--- config.mk ---
export PLATFORM = sky130hd
export DESIGN_NAME = level_fifo
export DESIGN_NICKNAME = d
export VERILOG_FILES = /design/src/rtl/lf_pkg.sv /design/src/rtl/lf_ctrl.sv /design/src/rtl/lf_store.sv /design/src/rtl/lf_level.sv /design/src/rtl/level_fifo.sv
export SDC_FILE = /design/constraint.sdc
export NUM_CORES = 1
export LEC_CHECK = 0
export BUFFER_PORTS_ARGS = -buffer_cell sky130_fd_sc_hd__buf_4
export CAP_MARGIN = 40
export CORE_UTILIZATION = 67
export CTS_CLUSTER_DIAMETER = 150
export DETAILED_ROUTE_END_ITERATION = 10
export GPL_TIMING_DRIVEN = 0
export PLACE_DENSITY = 0.85
export SKIP_CTS_REPAIR_TIMING = 1
export SYNTH_ARGS = -nofsm -noshare
export SYNTH_HDL_FRONTEND = slang
export SYNTH_SLANG_ARGS = --single-unit
export TNS_END_PERCENT = 1
--- constraint.sdc ---
create_clock -name clk -period 4.4 [get_ports clk]
set_input_delay 0.66 -clock clk [delete_from_list [all_inputs] [get_ports clk]]
set_output_delay 0.66 -clock clk [all_outputs]
set_load 0.005 [all_outputs]
--- src/rtl/lf_pkg.sv ---
package lf_pkg;

    // Threshold in words for a level code, as eighths of the depth.
    function automatic int unsigned lf_threshold(input logic [2:0] code,
                                                 input int unsigned depth);
        case (code)
            3'd0:    return depth / 8;
            3'd1:    return depth / 4;
            3'd3:    return (depth * 3) / 4;
            3'd4:    return (depth * 7) / 8;
            default: return depth / 2;
        endcase
    endfunction

endpackage

--- src/rtl/lf_ctrl.sv ---
module lf_ctrl #(
    parameter int DEPTH = 16,
    localparam int AW = $clog2(DEPTH),
    localparam int CW = $clog2(DEPTH + 1)
) (
    input  logic          clk,
    input  logic          rst_n,
    input  logic          fifo_en,
    input  logic          push,
    input  logic          pop,
    output logic          wr_en,
    output logic [AW-1:0] wr_idx,
    output logic [AW-1:0] rd_idx,
    output logic [CW-1:0] fill,
    output logic          mode,
    output logic          empty,
    output logic          full,
    output logic          overrun
);

    typedef struct packed {
        logic          mode;
        logic [AW-1:0] wr_ptr;
        logic [AW-1:0] rd_ptr;
        logic [CW-1:0] count;
        logic          ovr;
    } ctrl_t;

    localparam logic [CW-1:0] FULL_CAP = CW'(DEPTH);
    localparam logic [CW-1:0] HOLD_CAP = CW'(1);

    ctrl_t s_d, s_q;
    logic  full_c, empty_c, do_push, do_pop;

    always_comb begin
        s_d     = s_q;
        s_d.ovr = 1'b0;
        wr_en   = 1'b0;
        do_push = 1'b0;
        do_pop  = 1'b0;
        empty_c = (s_q.count == '0);
        full_c  = (s_q.count == (s_q.mode ? FULL_CAP : HOLD_CAP));

        if (fifo_en != s_q.mode) begin
            // mode change: empty the queue, ignore this cycle's traffic
            s_d.mode   = fifo_en;
            s_d.wr_ptr = '0;
            s_d.rd_ptr = '0;
            s_d.count  = '0;
        end else begin
            do_push = push && !full_c;
            do_pop  = pop && !empty_c;
            s_d.ovr = push && full_c;
            wr_en   = do_push;
            if (do_push && s_q.mode) s_d.wr_ptr = s_q.wr_ptr + AW'(1);
            if (do_pop && s_q.mode)  s_d.rd_ptr = s_q.rd_ptr + AW'(1);
            case ({do_push, do_pop})
                2'b10:   s_d.count = s_q.count + CW'(1);
                2'b01:   s_d.count = s_q.count - CW'(1);
                default: s_d.count = s_q.count;
            endcase
        end
    end

    always_ff @(posedge clk or negedge rst_n) begin
        if (!rst_n) s_q <= '0;
        else        s_q <= s_d;
    end

    assign wr_idx  = s_q.wr_ptr;
    assign rd_idx  = s_q.rd_ptr;
    assign fill    = s_q.count;
    assign mode    = s_q.mode;
    assign empty   = (s_q.count == '0);
    assign full    = (s_q.count == (s_q.mode ? FULL_CAP : HOLD_CAP));
    assign overrun = s_q.ovr;

endmodule

--- src/rtl/lf_store.sv ---
module lf_store #(
    parameter int DW    = 8,
    parameter int DEPTH = 16,
    localparam int AW = $clog2(DEPTH)
) (
    input  logic          clk,
    input  logic          rst_n,
    input  logic          wr_en,
    input  logic [AW-1:0] wr_idx,
    input  logic [DW-1:0] wr_data,
    input  logic [AW-1:0] rd_idx,
    output logic [DW-1:0] rd_data
);

    logic [DW-1:0] cell_q [DEPTH];

    for (genvar i = 0; i < DEPTH; i++) begin : g_cell
        logic [DW-1:0] cell_d;
        always_comb begin
            cell_d = cell_q[i];
            if (wr_en && (wr_idx == AW'(i))) cell_d = wr_data;
        end
        always_ff @(posedge clk or negedge rst_n) begin
            if (!rst_n) cell_q[i] <= '0;
            else        cell_q[i] <= cell_d;
        end
    end

    assign rd_data = cell_q[rd_idx];

endmodule

--- src/rtl/lf_level.sv ---
module lf_level #(
    parameter int DEPTH = 16,
    parameter bit IS_RX = 1'b0,
    localparam int CW = $clog2(DEPTH + 1)
) (
    input  logic [CW-1:0] fill,
    input  logic          mode,
    input  logic [2:0]    lvl_sel,
    output logic          irq
);
    import lf_pkg::*;

    logic [CW-1:0] thr;

    always_comb thr = CW'(lf_threshold(lvl_sel, DEPTH));

    if (IS_RX) begin : g_rx
        always_comb irq = mode ? (fill >= thr) : (fill != '0);
    end else begin : g_tx
        always_comb irq = mode ? (fill <= thr) : (fill == '0);
    end

endmodule

--- src/rtl/level_fifo.sv ---
module level_fifo #(
    parameter int DW    = 8,
    parameter int DEPTH = 16,
    parameter bit IS_RX = 1'b0
) (
    input  logic          clk,
    input  logic          rst_n,
    input  logic          fifo_en,
    input  logic [2:0]    lvl_sel,
    input  logic          push,
    input  logic [DW-1:0] push_data,
    input  logic          pop,
    output logic [DW-1:0] pop_data,
    output logic          empty,
    output logic          full,
    output logic          overrun,
    output logic          irq
);
    localparam int AW = $clog2(DEPTH);
    localparam int CW = $clog2(DEPTH + 1);

    logic          wr_en;
    logic [AW-1:0] wr_idx, rd_idx;
    logic [CW-1:0] fill_q;
    logic          mode_q;

    lf_ctrl #(.DEPTH(DEPTH)) u_ctrl (
        .clk(clk), .rst_n(rst_n), .fifo_en(fifo_en), .push(push), .pop(pop),
        .wr_en(wr_en), .wr_idx(wr_idx), .rd_idx(rd_idx), .fill(fill_q),
        .mode(mode_q), .empty(empty), .full(full), .overrun(overrun)
    );

    lf_store #(.DW(DW), .DEPTH(DEPTH)) u_store (
        .clk(clk), .rst_n(rst_n), .wr_en(wr_en), .wr_idx(wr_idx),
        .wr_data(push_data), .rd_idx(rd_idx), .rd_data(pop_data)
    );

    lf_level #(.DEPTH(DEPTH), .IS_RX(IS_RX)) u_level (
        .fill(fill_q), .mode(mode_q), .lvl_sel(lvl_sel), .irq(irq)
    );

endmodule

Yosys cells after proc, flatten, opt, wreduce, memory -nomap -nowiden. Cells that the tools add are included.

Register bits: 143. Output and inout port bits: 12.

Add/subtract/negate cells: 4. Magnitude comparators: 2. Equal/unequal tests: 22. Mux-type cells: 12. Bitwise gates (word level): 1. Reduce and logical (&&, ||, !) cells: 29.

Operator list (count): binary-select mux 8 bit (select 4 bit) (1); == test 4 bit (second input constant) (8); logical AND 1 bit (21); == test 4 x 3 -> 1 bit (second input constant) (4); two-way mux 8 bit (2); case mux 4 bit (4 select lines) (1); two-way mux 13 bit (1); case mux 5 bit (2 select lines) (1); adder 4 x 1 -> 4 bit (second input constant) (2); == test 4 x 2 -> 1 bit (second input constant) (2); two-way mux 4 bit (2); adder 5 x 1 -> 5 bit (second input constant) (1); == test 5 bit (1); greater-or-equal comparator 5 bit (second input constant) (1); less-or-equal comparator 5 x 4 -> 1 bit (1); zero test 5 bit (1); two-way mux 5 bit (1); NOT 4 -> 5 bit (1); subtractor 5 x 1 -> 5 bit (second input constant) (1); == test 4 x 1 -> 1 bit (second input constant) (1); zero test 4 bit (1); nonzero test 2 bit (2); == test 3 x 1 -> 1 bit (second input constant) (1); == test 3 x 2 -> 1 bit (second input constant) (1); 8 further kinds (11).

Depth between registers and ports, before layout.
Depth in word-level cells: 7. Gate-level depth with buffers: 10. Mapped depth without buffers: 9.

Modules after synthesis. A second synthesis with hierarchy kept.

Cell total of the unflattened synthesis: 475. Area total of the unflattened synthesis: 6960.4 um^2.

By module, submodules not included: lf_store (instances 1, cells each 364, area each 5903.2 um^2, seq. area each 3203.1 um^2); lf_ctrl (instances 1, cells each 97, area each 947.2 um^2, seq. area each 375.4 um^2); lf_level (instances 1, cells each 14, area each 110.1 um^2, seq. area each 0.0 um^2).

Worst setup path before layout. OpenSTA, ideal clock, no wires.

Path kind: reg2reg. Start: register u_ctrl.s_q, in the netlist u_ctrl.fill[1]. End: register u_ctrl.s_q, in the netlist u_ctrl.fill[4]. Arrival time: 2.475 ns. Required time: 4.301 ns. Slack: 1.825 ns. Cell stages (with the launch flop): 10. Period minus slack after synthesis: 2.575 ns. Cells stage by stage: dfrtp_1 > buf_6 > or3_4 > o21ai_0 > nand2_1 > xnor2_1 > ha_1 > or4_1 > o21a_1 > a311oi_1.

Word-level cells in the longest chain between the ends: 6. Elaborated cells on any way between the ends: 13.

RTL lines: from (decl) (line lf_ctrl.sv:32) `ctrl_t s_d, s_q;`; from (signal assigned) (line lf_ctrl.sv:66) `if (!rst_n) s_q <= '0;`; from (signal assigned) (line lf_ctrl.sv:67) `else s_q <= s_d;`; == test 5 bit or zero test 5 bit (tied branches) (line lf_ctrl.sv:42, lf_ctrl.sv:41); zero test 1 bit, on equally long branches (line lf_ctrl.sv:51, lf_ctrl.sv:52); logical AND 1 bit, on equally long branches (line lf_ctrl.sv:51, lf_ctrl.sv:52); == test 2 x 1 -> 1 bit or == test 2 bit (tied branches) (line lf_ctrl.sv:57) `case ({do_push, do_pop})`; case mux 5 bit (2 select lines) (line lf_ctrl.sv:57); two-way mux 13 bit (line lf_ctrl.sv:44) `if (fifo_en != s_q.mode) begin`.

Several ways; a longest one is shown, not always the timed one. A chain may end at the register's enable or synchronous reset.

Worst setup path after layout.
Start: register u_ctrl.s_q, in the netlist u_ctrl.rd_idx[0]. End: output pop_data[1].

Word-level cells in the longest chain between the ends: 4.

RTL lines: NOT 4 -> 5 bit (implied by the code) (line lf_store.sv:29) `assign rd_data = cell_q[rd_idx];`; binary-select mux 8 bit (select 4 bit) (line lf_store.sv:29); two-way mux 8 bit (implied by the code) (2 in a row) (line lf_store.sv:29); to (decl) (line level_fifo.sv:13) `output logic [DW-1:0] pop_data,`.

No other way between the ends. The select of a mux whose other input is x is not followed.

==> run_results.csv <==
group,metric,value,unit
outcome,outcome,"complete, no violations",
synthesis,dominantRegCellSynth,"sky130_fd_sc_hd__dfrtp_1",
floorplanning,floorplan.io_pins,28,
cells_and_area,multiInputGateArea,3620,um2
placement,place_congestion,0.885,
clock_tree,worstSkewPairLatency,0.54,ns
clock_tree,tritoncts_clock_tree,"built",
cells_and_area,antenna_cells_inserted,0,
route,wl,17400,um
cells_and_area,ff_latch_area,3580,um2
clock_tree,root_buffer,"sky130_fd_sc_hd__clkbuf_8",
synthesis,ys_seq_area_frac,0.477,
timing,maxClockFrequency,264,MHz
placement,placed_cell_area,7920,um2
cells_and_area,flow.area_growth_from_synthesis,13.4,%
synthesis,yosysWarnings,0,
clock_tree,ctsLongestPathBuffers,2,
setup_path,critPathMaxStageDelay,0.64,ns
cells_and_area,final.fill_count,610,
timing,finalSetupViolations,0,
setup_path,criticalPathCategory,"reg2out",
timing,timing.final.ws_setup,0.613,ns
pwr,power_density_cells,481,nW/um2
setup_path,critPathMostFrequentCell,"sky130_fd_sc_hd__buf_2",
timing,min_period,3.79,ns
clock_tree,numCtsBuffers,17,
floorplanning,fp.dieH,108,um
floorplanning,start_util,0.689,
floorplanning,floorplan_die_width,108,um
grt,via_count_of_the_first_global_routing_pass,5100,
setup_path,worst_r2r_start,"u_ctrl.fill[3]$_DFFE_PN0P_",
timing,final.setup_skew,0.00846,ns
cells_and_area,net_count_of_the_finished_layout,611,
cells_and_area,drive_above_1_share,0.410,
timing,rsz0062_at_grt,"false",
cells_and_area,mostFrequentLayoutCell,"sky130_fd_sc_hd__dfrtp_1",
setup_path,timing.critical_path.to_type,"output port",
timing,max_slew.worst_pin.slew,0.740,ns
route,drt_iter0_markers,397,
grt,grt_start_max_net_pins,76,
setup_path,setup.worst_path.start_class,"flop",
synthesis,synth_async_sr_flop_share,1.00,
timing,final_hold_viol_count,0,
timing,max-slew-margin-rel,0.507,
floorplanning,die-area,11600,um2
route,via_per_instance_ratio,6.46,
route,wl_per_cell,23.5,um
route,dr.pass1.iters,6,
synthesis,synth.avg_cell_area,13.9,um2
setup_path,cp_data_arrival_time,3.13,ns
clock_tree,worst_path_clk_slew,0.06,ns
grt,grt.overflow.total,0,
placement,detailed_place_hpwl,11300,um
clock_tree,cts.sinks,143,
synthesis,number_of_enable_flip_flop_cells_after_synthesis,0,
setup_path,reg2reg_depth,8,
synthesis,synth_cell_types,49,
synthesis,synth_area,7510,um2
floorplanning,core.rowCount,38,
setup_path,worstPathCellList,"buf_2, buf_2, buf_2, mux2i_1, a221oi_1, a22oi_1, nand2_1, buf_4",
grt,grt_pass1_wl,27700,um
timing,final_worst_path_cycle_share,0.861,
grt,grt_usage,0.327,
min_path,min_path_type,"in2async",
synthesis,number_of_standard_cells_after_synthesis,539,
setup_path,startpoint,"u_ctrl.rd_idx[0]$_DFFE_PN0P_",
cells_and_area,utilization,0.782,
setup_path,worstPathRequired,3.74,ns
pwr,irDropWorstVdd,0.000366,V
pwr,lkg_pwr,3.92,nW
clock_tree,h_tree_level_count,4,
setup_path,crit_path_max_fo,10,
synthesis,synth_nets,564,
floorplanning,fp.coreArea,10900,um2
cells_and_area,final_cell_area,8510,um2
cells_and_area,most-common-layout-cells,"sky130_fd_sc_hd__dfrtp_1, sky130_fd_sc_hd__mux2_4, sky130_fd_sc_hd__mux2_2, sky130_fd_sc_hd__mux2i_1, sky130_fd_sc_hd__o21ai_0",
route,route.detailed.drc,0,
route,detailroute.via_count,4764,
placement,io_buffer_count,27,
route,antenna_violating_nets_post_route,0,
run,max_cap_viol_count,0,
timing,slew_violations,0,
synthesis,synth-seq-cells,143,
setup_path,critical-path-slowest-cell,"sky130_fd_sc_hd__a221oi_1",
timing,finalSetupTns,0,ns
placement,placement.setup.worst_slack,1.35,ns
grt,grt_antenna_before_repair,0,
## layout make-up
type,instances,share of cell area
Clock inverter,9,0.0156
Timing Repair Buffer,28,0.0275
Sequential cell,143,0.420
Tap cell,140,0.0206
Inverter,12,0.00588
Buffer,38,0.0297
Multi-Input combinational cell,346,0.426
Clock buffer,22,0.0544
## per-stage QoR
| step | cells | hold slack [ns] | total power, mW |
|---|---|---|---|
| 2_1_floorplan | 539 | 0.364 | 2.28 |
| 3_3_place_gp | 706 | 0.484 | 2.57 |
| 3_5_place_dp | 707 | 0.493 | 2.62 |
| 4_1_cts | 738 | 0.163 | 4.09 |
| 5_1_grt | 738 | 0.191 | 4.25 |
| 6_report | 738 | 0.140 | 4.09 |
## layer usage
| layer | routed length, um | up-vias | share of wire | track usage |
|---|---|---|---|---|
| li1 | - | 2058 | - | - |
| met1 | 7210 | 2468 | 0.42 | 0.404 |
| met2 | 8750 | 190 | 0.50 | 0.545 |
| met3 | 810 | 48 | 0.047 | 0.0751 |
| met4 | 595 | 0 | 0.034 | 0.153 |
| met5 | 0 | - | 0 | 0 |
## cell families after synthesis
logic type,count (synthesis),synth area share
AO/OA/AOI/OAI,75,0.0638
XOR/XNOR,5,0.00584
adder cells (fa/ha/maj),9,0.0150
buffers and inverters,50,0.0403
flip-flops,143,0.477
multiplexers,182,0.340
AND/OR/NAND/NOR,75,0.0580
## sequential cells by signal, summed over array words and instances, names as in the netlist
name	count
u_ctrl.fill	5
u_ctrl.mode	1
u_ctrl.overrun	1
u_ctrl.rd_idx	4
u_ctrl.wr_idx	4
u_store.cell_q	128
## power breakdown
group	leakage, nW	switching (mW)	internal, mW
Sequential	1.95	0.111	1.45
Clock	0.287	0.555	0.907
Combinational	1.68	0.501	0.564
## path summary, 6_finish.rpt
kind / end / slack, ns
max: pop_data[1] / 0.61
min: u_store.cell_q[78]$_DFFE_PN0P_ / 0.14
max reg2reg: u_ctrl.fill[4]$_DFFE_PN0P_ / 1.55
min reg2reg: u_store.cell_q[19]$_DFFE_PN0P_ / 0.51
max in group asynchronous: u_store.cell_q[35]$_DFFE_PN0P_ / 3.47
min in group clk: u_ctrl.mode$_DFFE_PN0N_ / 0.37
## cell usage after synthesis, types with 3 or more instances
cell                       number  share of area
sky130_fd_sc_hd__mux2_2        41          0.062
sky130_fd_sc_hd__buf_2          7         0.0047
sky130_fd_sc_hd__dfrtp_1      143           0.48
sky130_fd_sc_hd__a22oi_1        8         0.0080
sky130_fd_sc_hd__nor2_2         4         0.0033
sky130_fd_sc_hd__o21a_1         3         0.0030
sky130_fd_sc_hd__o31ai_1        5         0.0050
sky130_fd_sc_hd__nor2_1        11         0.0055
sky130_fd_sc_hd__nand2_1       19         0.0095
sky130_fd_sc_hd__a21oi_1       12         0.0080
sky130_fd_sc_hd__nand4_1        4         0.0033
sky130_fd_sc_hd__and2_4         4         0.0047
sky130_fd_sc_hd__a221oi_1       8         0.0093
sky130_fd_sc_hd__xor2_1         3         0.0035
sky130_fd_sc_hd__o21ai_0       28          0.019
sky130_fd_sc_hd__mux4_2        16          0.048
sky130_fd_sc_hd__clkbuf_1      16         0.0080
sky130_fd_sc_hd__mux2i_1       29          0.039
sky130_fd_sc_hd__buf_6         13          0.020
sky130_fd_sc_hd__nand3_1        6         0.0040
sky130_fd_sc_hd__inv_1         11         0.0055
sky130_fd_sc_hd__ha_1           9          0.015
sky130_fd_sc_hd__and2_1         9         0.0075
sky130_fd_sc_hd__mux2_4        96           0.19
## critical path, delay by kind of cell, from the launching register on
kind            cells  cell delay (ns)
flops               1             0.34
mux                 1             0.15
simple gates        1             0.12
buf+inv             4             1.08
compound gates      2             0.89
No activity file was read; power rests on OpenSTA's default activity.
